--- config.mk ---
export PLATFORM = sky130hd
export DESIGN_NAME = sect_reg_ctrl
export DESIGN_NICKNAME = d
export VERILOG_FILES = /design/src/rtl/rac_pkg.sv /design/src/rtl/rac_decode.sv /design/src/rtl/rac_stage.sv /design/src/rtl/rac_unlock.sv /design/src/rtl/sect_reg_ctrl.sv
export SDC_FILE = /design/constraint.sdc
export NUM_CORES = 1
export LEC_CHECK = 0
export ABC_AREA = 0
export CAP_MARGIN = 30
export CORE_UTILIZATION = 45
export DETAILED_ROUTE_END_ITERATION = 6
export DONT_BUFFER_PORTS = 1
export GPL_TIMING_DRIVEN = 0
export PLACE_DENSITY_LB_ADDON = 0.1
export SETUP_SLACK_MARGIN = 0.15
export SYNTH_ARGS = -nofsm -noshare
export SYNTH_HDL_FRONTEND = slang
export SYNTH_SLANG_ARGS = --single-unit
--- constraint.sdc ---
create_clock -name clk -period 3.3 [get_ports clk]
set_input_delay 0.495 -clock clk [delete_from_list [all_inputs] [get_ports clk]]
set_output_delay 0.495 -clock clk [all_outputs]
set_load 0.01 [all_outputs]
--- src/rtl/rac_pkg.sv ---
// Shared types and section decode for the sectioned register access controller.
// Assumes a 6-bit register address space with sections aligned to their size.
package rac_pkg;
    localparam int AW = 6;
    localparam int DW = 8;
    localparam int STAGE_DEPTH = 8;

    typedef enum logic [2:0] {
        SEC_AL0, SEC_AL1, SEC_CTL, SEC_CLK, SEC_STS, SEC_NONE
    } rac_sec_e;

    typedef enum logic [2:0] {
        ST_IDLE, ST_DEV, ST_ADH, ST_ADL, ST_WR, ST_RD, ST_SKIP
    } rac_state_e;

    // Map an address to the section holding it.
    function automatic rac_sec_e rac_sec_of(input logic [AW-1:0] a);
        if (a[5:3] == 3'b000)      return SEC_AL0;
        else if (a[5:3] == 3'b001) return SEC_AL1;
        else if (a[5:2] == 4'b0100) return SEC_CTL;
        else if (a[5:3] == 3'b110) return SEC_CLK;
        else if (a == 6'h3F)       return SEC_STS;
        else                       return SEC_NONE;
    endfunction

    // Offset bits that wrap within a section (size - 1).
    function automatic logic [AW-1:0] rac_off_mask(input rac_sec_e s);
        case (s)
            SEC_AL0, SEC_AL1, SEC_CLK: return 6'h07;
            SEC_CTL:                   return 6'h03;
            SEC_STS:                   return 6'h00;
            default:                   return 6'h3F;
        endcase
    endfunction
endpackage

--- src/rtl/rac_decode.sv ---
// Section decoder and in-section pointer increment.
// Assumes each section is a power-of-two size aligned to its size.
module rac_decode
    import rac_pkg::*;
(
    input  logic [AW-1:0] addr_i,
    output rac_sec_e      sec_o,
    output logic [AW-1:0] next_o
);
    logic [AW-1:0] mask;

    // Decode the section and form the wrapped next address.
    always_comb begin
        sec_o  = rac_sec_of(addr_i);
        mask   = rac_off_mask(sec_o);
        next_o = (addr_i & ~mask) | ((addr_i + AW'(1)) & mask);
    end
endmodule

--- src/rtl/rac_stage.sv ---
// Write staging buffer: one byte per section offset plus a written-mask.
// Assumes clear has priority over a write in the same cycle.
module rac_stage #(
    parameter int DW    = 8,
    parameter int DEPTH = 8,
    localparam int IW   = $clog2(DEPTH)
) (
    input  logic                        clk,
    input  logic                        rst_n,
    input  logic                        clear_i,
    input  logic                        we_i,
    input  logic [IW-1:0]               idx_i,
    input  logic [DW-1:0]               din_i,
    output logic [DEPTH-1:0][DW-1:0]    data_o,
    output logic [DEPTH-1:0]            mask_o
);
    for (genvar g = 0; g < DEPTH; g++) begin : g_ent
        // Hold one staged byte and whether it was written.
        always_ff @(posedge clk) begin
            if (!rst_n || clear_i) begin
                mask_o[g] <= 1'b0;
                data_o[g] <= '0;
            end else if (we_i && idx_i == IW'(g)) begin
                mask_o[g] <= 1'b1;
                data_o[g] <= din_i;
            end
        end
    end
endmodule

--- src/rtl/rac_unlock.sv ---
// Write-enable latch pair and clock-fail flag of the status byte.
// Assumes sts_we_i pulses only on a stop that closes a status write.
module rac_unlock (
    input  logic       clk,
    input  logic       rst_n,
    input  logic       sts_we_i,
    input  logic [7:0] sts_din_i,
    input  logic       clk_commit_i,
    output logic       wel_o,
    output logic       rwel_o,
    output logic       rtcf_o
);
    // Two-step unlock: the second step counts only if the first is in place.
    always_ff @(posedge clk) begin
        if (!rst_n) begin
            wel_o  <= 1'b0;
            rwel_o <= 1'b0;
        end else if (sts_we_i) begin
            wel_o  <= sts_din_i[1];
            rwel_o <= (sts_din_i == 8'h06) && wel_o;
        end
    end

    // Clock-fail flag: set by reset, cleared by a committed clock write.
    always_ff @(posedge clk) begin
        if (!rst_n)            rtcf_o <= 1'b1;
        else if (clk_commit_i) rtcf_o <= 1'b0;
    end
endmodule

--- src/rtl/sect_reg_ctrl.sv ---
// Top: transfer sequencer, section-wrapping pointer, register array and
// commit logic. Assumes start/stop/byte/read-request events are one-cycle
// pulses from a byte-level serial front end, at most one kind per cycle.
module sect_reg_ctrl
    import rac_pkg::*;
#(
    parameter logic [6:0] DEV_ID = 7'b1101111
) (
    input  logic          clk,
    input  logic          rst_n,
    input  logic          start_i,
    input  logic          stop_i,
    input  logic          byte_valid_i,
    input  logic [DW-1:0] byte_i,
    input  logic          rd_req_i,
    input  logic          bat_i,
    input  logic          al1_i,
    input  logic          al0_i,
    output logic [DW-1:0] rd_data_o,
    output logic          rd_valid_o,
    output logic          commit_o
);
    localparam int NLOC = 1 << AW;
    localparam int IW   = $clog2(STAGE_DEPTH);

    rac_state_e    state_q;
    logic [AW-1:0] ptr_q;
    rac_sec_e      wsec_q;
    logic [AW-1:IW] wblk_q;
    logic [DW-1:0] mem [NLOC];

    rac_sec_e      ptr_sec;
    logic [AW-1:0] ptr_next;
    logic [STAGE_DEPTH-1:0][DW-1:0] stage_data;
    logic [STAGE_DEPTH-1:0]         stage_mask;
    logic          wel_w, rwel_w, rtcf_w;
    logic          stage_we, commit_ok, sts_we, clk_commit;
    logic [DW-1:0] status_byte, cur_byte;

    rac_decode u_dec (
        .addr_i (ptr_q),
        .sec_o  (ptr_sec),
        .next_o (ptr_next)
    );

    rac_stage #(.DW(DW), .DEPTH(STAGE_DEPTH)) u_stage (
        .clk     (clk),
        .rst_n   (rst_n),
        .clear_i (start_i || stop_i),
        .we_i    (stage_we),
        .idx_i   (ptr_q[IW-1:0]),
        .din_i   (byte_i),
        .data_o  (stage_data),
        .mask_o  (stage_mask)
    );

    rac_unlock u_unl (
        .clk          (clk),
        .rst_n        (rst_n),
        .sts_we_i     (sts_we),
        .sts_din_i    (stage_data[STAGE_DEPTH-1]),
        .clk_commit_i (clk_commit),
        .wel_o        (wel_w),
        .rwel_o       (rwel_w),
        .rtcf_o       (rtcf_w)
    );

    // Event qualification: staging, status update and section commit.
    always_comb begin
        stage_we   = byte_valid_i && !start_i && !stop_i &&
                     state_q == ST_WR && wsec_q != SEC_NONE;
        commit_ok  = stop_i && (|stage_mask) && wel_w && rwel_w &&
                     wsec_q != SEC_NONE && wsec_q != SEC_STS;
        sts_we     = stop_i && (|stage_mask) && wsec_q == SEC_STS;
        clk_commit = commit_ok && wsec_q == SEC_CLK;
    end

    // Byte presented for the current pointer.
    always_comb begin
        status_byte = {bat_i, al1_i, al0_i, 2'b00, rwel_w, wel_w, rtcf_w};
        case (ptr_sec)
            SEC_NONE: cur_byte = '0;
            SEC_STS:  cur_byte = status_byte;
            default:  cur_byte = mem[ptr_q];
        endcase
    end

    // Transfer sequencer, pointer and read response.
    always_ff @(posedge clk) begin
        if (!rst_n) begin
            state_q    <= ST_IDLE;
            ptr_q      <= '0;
            wsec_q     <= SEC_NONE;
            wblk_q     <= '0;
            rd_data_o  <= '0;
            rd_valid_o <= 1'b0;
            commit_o   <= 1'b0;
        end else begin
            rd_valid_o <= 1'b0;
            commit_o   <= commit_ok;
            if (start_i) begin
                state_q <= ST_DEV;
            end else if (stop_i) begin
                state_q <= ST_IDLE;
            end else if (byte_valid_i) begin
                case (state_q)
                    ST_DEV: begin
                        if (byte_i[7:1] != DEV_ID) state_q <= ST_SKIP;
                        else if (byte_i[0])       state_q <= ST_RD;
                        else                      state_q <= ST_ADH;
                    end
                    ST_ADH: state_q <= ST_ADL;
                    ST_ADL: begin
                        ptr_q   <= byte_i[AW-1:0];
                        wsec_q  <= rac_sec_of(byte_i[AW-1:0]);
                        wblk_q  <= byte_i[AW-1:IW];
                        state_q <= ST_WR;
                    end
                    ST_WR: begin
                        ptr_q <= ptr_next;
                        if (wsec_q == SEC_STS) state_q <= ST_SKIP;
                    end
                    default: ;
                endcase
            end
            if (rd_req_i && !start_i && !stop_i) begin
                rd_valid_o <= 1'b1;
                if (state_q == ST_RD) begin
                    rd_data_o <= cur_byte;
                    ptr_q     <= ptr_next;
                    if (ptr_sec == SEC_STS) state_q <= ST_SKIP;
                end else begin
                    rd_data_o <= '1;
                end
            end
        end
    end

    // Register array: staged bytes land in their section at a qualified stop.
    always_ff @(posedge clk) begin
        if (!rst_n) begin
            for (int i = 0; i < NLOC; i++) mem[i] <= '0;
        end else if (commit_ok) begin
            for (int i = 0; i < STAGE_DEPTH; i++)
                if (stage_mask[i]) mem[{wblk_q, IW'(i)}] <= stage_data[i];
        end
    end
endmodule

**Word-level counts from Yosys, hierarchy flattened**

Memory sizes are Yosys's and may differ from the RTL's. A register that Yosys moved wholly into a read port is not among the register bits.
Cells that the tools add are included.

- Flip-flop bits (word level): 100
- RAM bits: 512
- Input bits: 17
- Output and inout bits: 10
- Word-level logic and storage cells: 195
- Memories kept: 1

Memory list:

| memory | words | width | rd ports | clocked after Yosys merged registers in | wr ports | RTL line | RTL |
|---|---|---|---|---|---|---|---|
| mem | 64 | 8 | 1 | 1 | 64 | sect_reg_ctrl.sv:30 | `logic [DW-1:0] mem [NLOC];` |

- Add/subtract/negate cells: 1
- Equal/unequal tests: 31
- Multiplexer cells: 88
- Bitwise logic cells: 6
- Reductions and logical operators: 42

Operators with widths:

| operator | count |
|---|---|
| 2-to-1 mux 6 bit | 14 |
| 2-to-1 mux 8 bit | 9 |
| OR reduction 8 bit | 9 |
| 2-to-1 mux 3 bit | 17 |
| 2-to-1 mux 1 bit | 44 |
| == test 3 bit (second input constant) | 11 |
| logical AND 1 bit | 22 |
| == test 3 x 2 -> 1 bit (second input constant) | 7 |
| case mux 6 bit (3 select lines) | 1 |
| case mux 8 bit (2 select lines) | 1 |
| == test 3 x 1 -> 1 bit (second input constant) | 5 |
| AND 6 bit | 2 |
| == test 6 bit (second input constant) | 2 |
| logical NOT 3 bit | 4 |
| case mux 3 bit (4 select lines) | 1 |
| case mux 6 bit (2 select lines) | 1 |
| == test 4 x 3 -> 1 bit (second input constant) | 2 |
| == test 8 x 3 -> 1 bit (second input constant) | 1 |
| inequality test 7 bit (second input constant) | 1 |
| adder 6 x 1 -> 6 bit (second input constant) | 1 |
| inequality test 3 bit (second input constant) | 2 |
| NOT 6 bit | 1 |
| bitwise OR 6 bit | 1 |
| AND reduction 4 bit | 1 |
| 4 further kinds | 8 |

**Longest topological paths before layout**

Gate-level depths: netlist of run 1.

- Depth after elaboration: 19
- Mapped depth: 11
- Depth with buffers taken out: 7

**Cells and area by module**

Synthesis of run 1 repeated with hierarchy kept, for this count alone.

- Cell total of the unflattened synthesis: 2048
- Area, all modules: 28408.5 um2

By module, submodules not included:

| module | instances | cells each | area each (um2) | seq. area each (um2) |
|---|---|---|---|---|
| sect_reg_ctrl | 1 | 1743 | 25116.6 | 15875.2 |
| rac_stage | 1 | 263 | 2934.1 | 1441.4 |
| rac_decode | 1 | 29 | 220.2 | 0.0 |
| rac_unlock | 1 | 13 | 137.6 | 60.1 |

**Worst setup path after synthesis of run 1**

No wires, ideal clock.

- Path type: input to register
- Start point: input port stop_i
- End point: memory mem[13][0], enable pin
- Setup time: 384 ps
- Arrival time: 2036 ps
- Data required time: 2916 ps
- Path slack: 880 ps
- Stages on the path: 6
- Path buffers: 2
- Cells stage by stage: a21boi_1 > and3_1 > buf_2 > nand2_1 > clkbuf_1 > o21ai_0

RTL lines:

| element | RTL line | RTL |
|---|---|---|
| from (decl) | sect_reg_ctrl.sv:12 | `input logic stop_i,` |
| to (decl) | sect_reg_ctrl.sv:30 |  |

==> out/metrics.csv, run 1 <==
stage,metric,value,unit
global_route,GRT Total Usage,34.44,%
placed_design,dpl ws,-0.6611,ns
synth,post-synthesis sequential area ratio,62.44,%
floorplanning,initial core utilization,45.91,%
hold_path,hold endpoint,state_q[0]$_SDFF_PN0_,
global_route,vias in the first global route,16020,
cts,Setup Buffers After CTS,0,
hold_path,Min-Delay Startpoint,start_i,
power,Pleak,0.009354,µW
critical_path,CP Data Required Time,3.54,ns
cts,clk buf depth,3,
timing,max-slew violations,0,
drt,Routed Antenna Nets,0,
critical_path,Reg2Reg Setup Slack,0.11,ns
drt,routed len/inst,36.46,µm
critical_path,Crit path arrival time,3.43,ns
cts,CTS root buf,clkbuf_16,
floorplanning,Die Area,55090,µm²
hold_path,worst hold path type,in2reg,
synth,Synth Net Count,1803,
drt,Via density,6.348,
critical_path,r2r startpoint,u_stage.mask_o[2]$_SDFFE_PP0P_,
synth,syn_area_per_cell,13.69,µm²
cts,TritonCTS clock tree,done,
timing,Tcrit/Tclk final,96.55,%
floorplanning,number of placed I/O pins,27,
floorplanning,Die X,234.7,µm
finish,Layout area overhead,12.44,%
timing,final setup fails,0,
hold_path,Hold Path Depth,1,
finish,share of cells above drive strength 1,14.98,%
run,maximum capacitance violations,0,
timing,Final Hold Violating Endpoints,0,
critical_path,CP Capture Type,flip-flop,
global_route,first-pass GRT wire length,128900,µm
timing,worst slew pin tran,1.103,ns
drt,Pre-antenna DRT Iters,5,
timing,Peak Freq,313.9,MHz
cts,"Clk pin slew, worst setup/hold paths",0.06,ns
placed_design,DP HPWL,66130,µm
drt,detailed-route DRC error count,0,
timing,relative slew slack,26.43,%
synth,"EDFF count, synth",440,
critical_path,r2r worst-path depth,7,
finish,NumNets Final,1877,
drt,WL final,94330,µm
floorplanning,Core Box Area,53080,µm²
placed_design,final estimated routing congestion in global placement,0.9620,
floorplanning,Rows,84,
cts,H-tree level count,2,
synth,async set-or-reset flop fraction in the synthesized netlist,0,%
critical_path,RR Endpoint,mem[52][3]$_SDFFCE_PN0P_,
drt,Vias,16420,
critical_path,Worst setup SP type,flip-flop,
critical_path,crit path kind,reg2reg,
finish,fin util,51.62,%
timing,crit path time final,3.186,ns
timing,setup TNS,0,ns
cts,cts bufs inserted,57,
power,Max VDD drop,517.0,µV
timing,unrepaired setup endpoints after global routing,yes,
critical_path,worst-path maximum fanout,10,
synth,post-synthesis cell type count,56,
outcome,status,"complete, no violations",
power,pwr/cell area,531.3,nW/µm²
placed_design,port bufs,0,
timing,post-route setup slack,0.1139,ns
global_route,largest net degree at the start of global routing,15,
synth,Synth Flop Type,edfxtp_1,
cts,Clock Latency Late Sink,0.62,ns
global_route,initial antenna violation count,22,
global_route,grt total ovfl,0,
synth,number of synthesized register bits,540,
synth,cell area after synthesis,24370,µm²
drt,Initial DRC Count,2540,
floorplanning,die height,234.7,µm
cts,clock sink total,540,
synth,Synthesis Warnings,0,
synth,Post-Syn Instances,1780,
timing,Final Skew,0.02439,ns
[through the flow]
step / hold WS [ns] / power, µW / area (µm²) / cells
after global placement: 0.4513 / 8327 / 25230 / 2468
final: 0.03603 / 14560 / 27400 / 2587
after floorplan: 0.4352 / 8086 / 24370 / 1780
after detailed placement: 0.4572 / 8353 / 25380 / 2481
after CTS: 0.01675 / 14560 / 27240 / 2582
after global routing: 0.03520 / 14860 / 27390 / 2584
[kinds of logic after synthesis]
kind of cell             after synthesis  synth area share [%]
flip-flops                           540                 62.44
AO/OA/AOI/OAI                        190                 4.714
buffers and inverters                111                 2.002
adder cells (fa/ha/maj)                6                0.3081
XOR/XNOR                               3                0.1078
AND/OR/NAND/NOR                      735                 16.67
multiplexers                         195                 13.76
[flip-flops by register name, summed over array words and instances (netlist names)]
register	count
state_q	3
u_stage.mask_o	8
ptr_q	6
rd_valid_o	1
mem	440
rd_data_o	8
u_unl.rtcf_o	1
u_stage.data_o	64
commit_o	1
u_unl.rwel_o	1
u_unl.wel_o	1
wblk_q	3
wsec_q	3
[worst max-delay path, cell delays in order, from the launching register on]
cell and delay [ns]:
dfxtp_1 0.37, nor4_1 0.07, a21boi_1 0.26, and3_1 0.20, buf_2 0.22, nand2_1 0.47
clkbuf_2 0.46, o21ai_1 0.75
[worst max-delay path by stage]
stage                                 endpoint                           start  slack, ns  depth (start not counted)
5_1_grt               mem[10][0]$_SDFFCE_PN0P_  u_stage.mask_o[2]$_SDFFE_PP0P_       0.03                          7
4_1_cts               mem[31][6]$_SDFFCE_PN0P_  u_stage.mask_o[2]$_SDFFE_PP0P_       0.11                          7
2_1_floorplan         mem[13][0]$_SDFFCE_PN0P_                          stop_i       0.88                          6
3_5_place_dp   u_stage.data_o[37]$_SDFFE_PP0P_             ptr_q[1]$_SDFF_PN0_      -0.66                          9
6_report              mem[52][3]$_SDFFCE_PN0P_  u_stage.mask_o[2]$_SDFFE_PP0P_       0.11                          7
3_3_place_gp         rd_data_o[1]$_SDFFE_PN0P_             ptr_q[1]$_SDFF_PN0_      -0.77                          7
[synth_stat cells, types with 2 or more instances]
library cell,n,area share [%]
and4_1,2,0.072
nand4_1,4,0.10
buf_6,4,0.18
o32ai_1,2,0.072
nor4_1,3,0.077
nand2b_1,3,0.077
a311oi_1,3,0.11
inv_1,11,0.17
o211a_1,2,0.082
nor2b_1,12,0.31
a211oi_1,5,0.15
and2_1,445,11
nor2_1,133,2.0
edfxtp_1,440,54
o22ai_1,9,0.23
o221ai_1,2,0.072
a22oi_1,13,0.40
buf_2,15,0.31
o21ai_1,60,1.2
nor3_1,4,0.082
nand3_1,42,0.86
buf_1,8,0.12
xnor2_1,3,0.11
o31ai_1,2,0.062
and3_1,5,0.13
o22a_1,5,0.18
a21boi_0,8,0.25
nand3b_1,6,0.18
a21oi_1,40,0.82
nand2_1,68,1.0
mux2i_1,83,3.4
mux4_2,112,10
ha_1,6,0.31
a31oi_1,5,0.13
or3b_1,2,0.072
or3_1,2,0.051
clkbuf_1,66,1.0
o211ai_1,5,0.15
buf_4,6,0.18
dfxtp_1,100,8.2
o21ai_0,19,0.39
[area by class of cell]
cell class	instances	area, µm²
inverters	12	45.04
clock inverters	34	269.0
well taps	688	860.8
repair buffers	15	173.9
flip-flops and latches	540	15210
plain buffers	99	524.3
multi-input cells	1129	8787
fillers	4595	25680
diodes	3	7.507
clock buffers	67	1516
[where the power goes]
part,total [µW],switching [µW],internal [µW]
registers,7730,99.7,7630
logic,501,342,159
clock network,6330,2760,3570
total,14600,3200,11400
[routing by layer]
| metal | global-route usage (%) | vias up | routed length (µm) |
|---|---|---|---|
| met5 | 0 | - | 30 |
| met4 | 15.23 | 4 | 4589 |
| met3 | 7.918 | 186 | 11240 |
| met2 | 53.67 | 1055 | 43010 |
| met1 | 46.23 | 8476 | 35460 |
| li1 | - | 6701 | - |
[placed cells by master (no fill, tap or decap), types with 4 or more instances in the layout]
cell type	n
edfxtp_1	440
a21boi_0	8
buf_6	13
mux2i_1	80
o21ai_0	14
o21ai_2	27
o22ai_1	9
nor2_1	133
o211ai_1	5
nand3b_1	6
and3_1	5
o21ai_1	38
ha_1	6
buf_2	6
a22oi_1	13
and2_1	445
dfxtp_1	100
clkinv_2	15
mux4_2	112
buf_8	9
nand3_1	42
clkbuf_2	15
bufinv_16	4
clkbuf_1	59
buf_1	7
clkbuf_16	59
nor2b_1	12
a31oi_1	5
nand4_1	4
nand2_1	68
o22a_1	5
nor3_1	4
a21oi_1	40
inv_1	11
clkinv_1	11
a211oi_1	5
buf_4	12
[repair_timing]
item                       in CTS  in global routing
hold buffers                    0                  0
setup endpoints to repair     224                397
pin swaps                       0                  0
gates resized for setup        31                 45
Note: power is estimated with default switching activity, not from simulation.
==> run 2, diff against run 1 <==
Settings changed: ABC_CLOCK_PERIOD_IN_PS set to 3300.
==> results of run 2 <==
Final layout, timing and power as in run 1 (identical DEF).
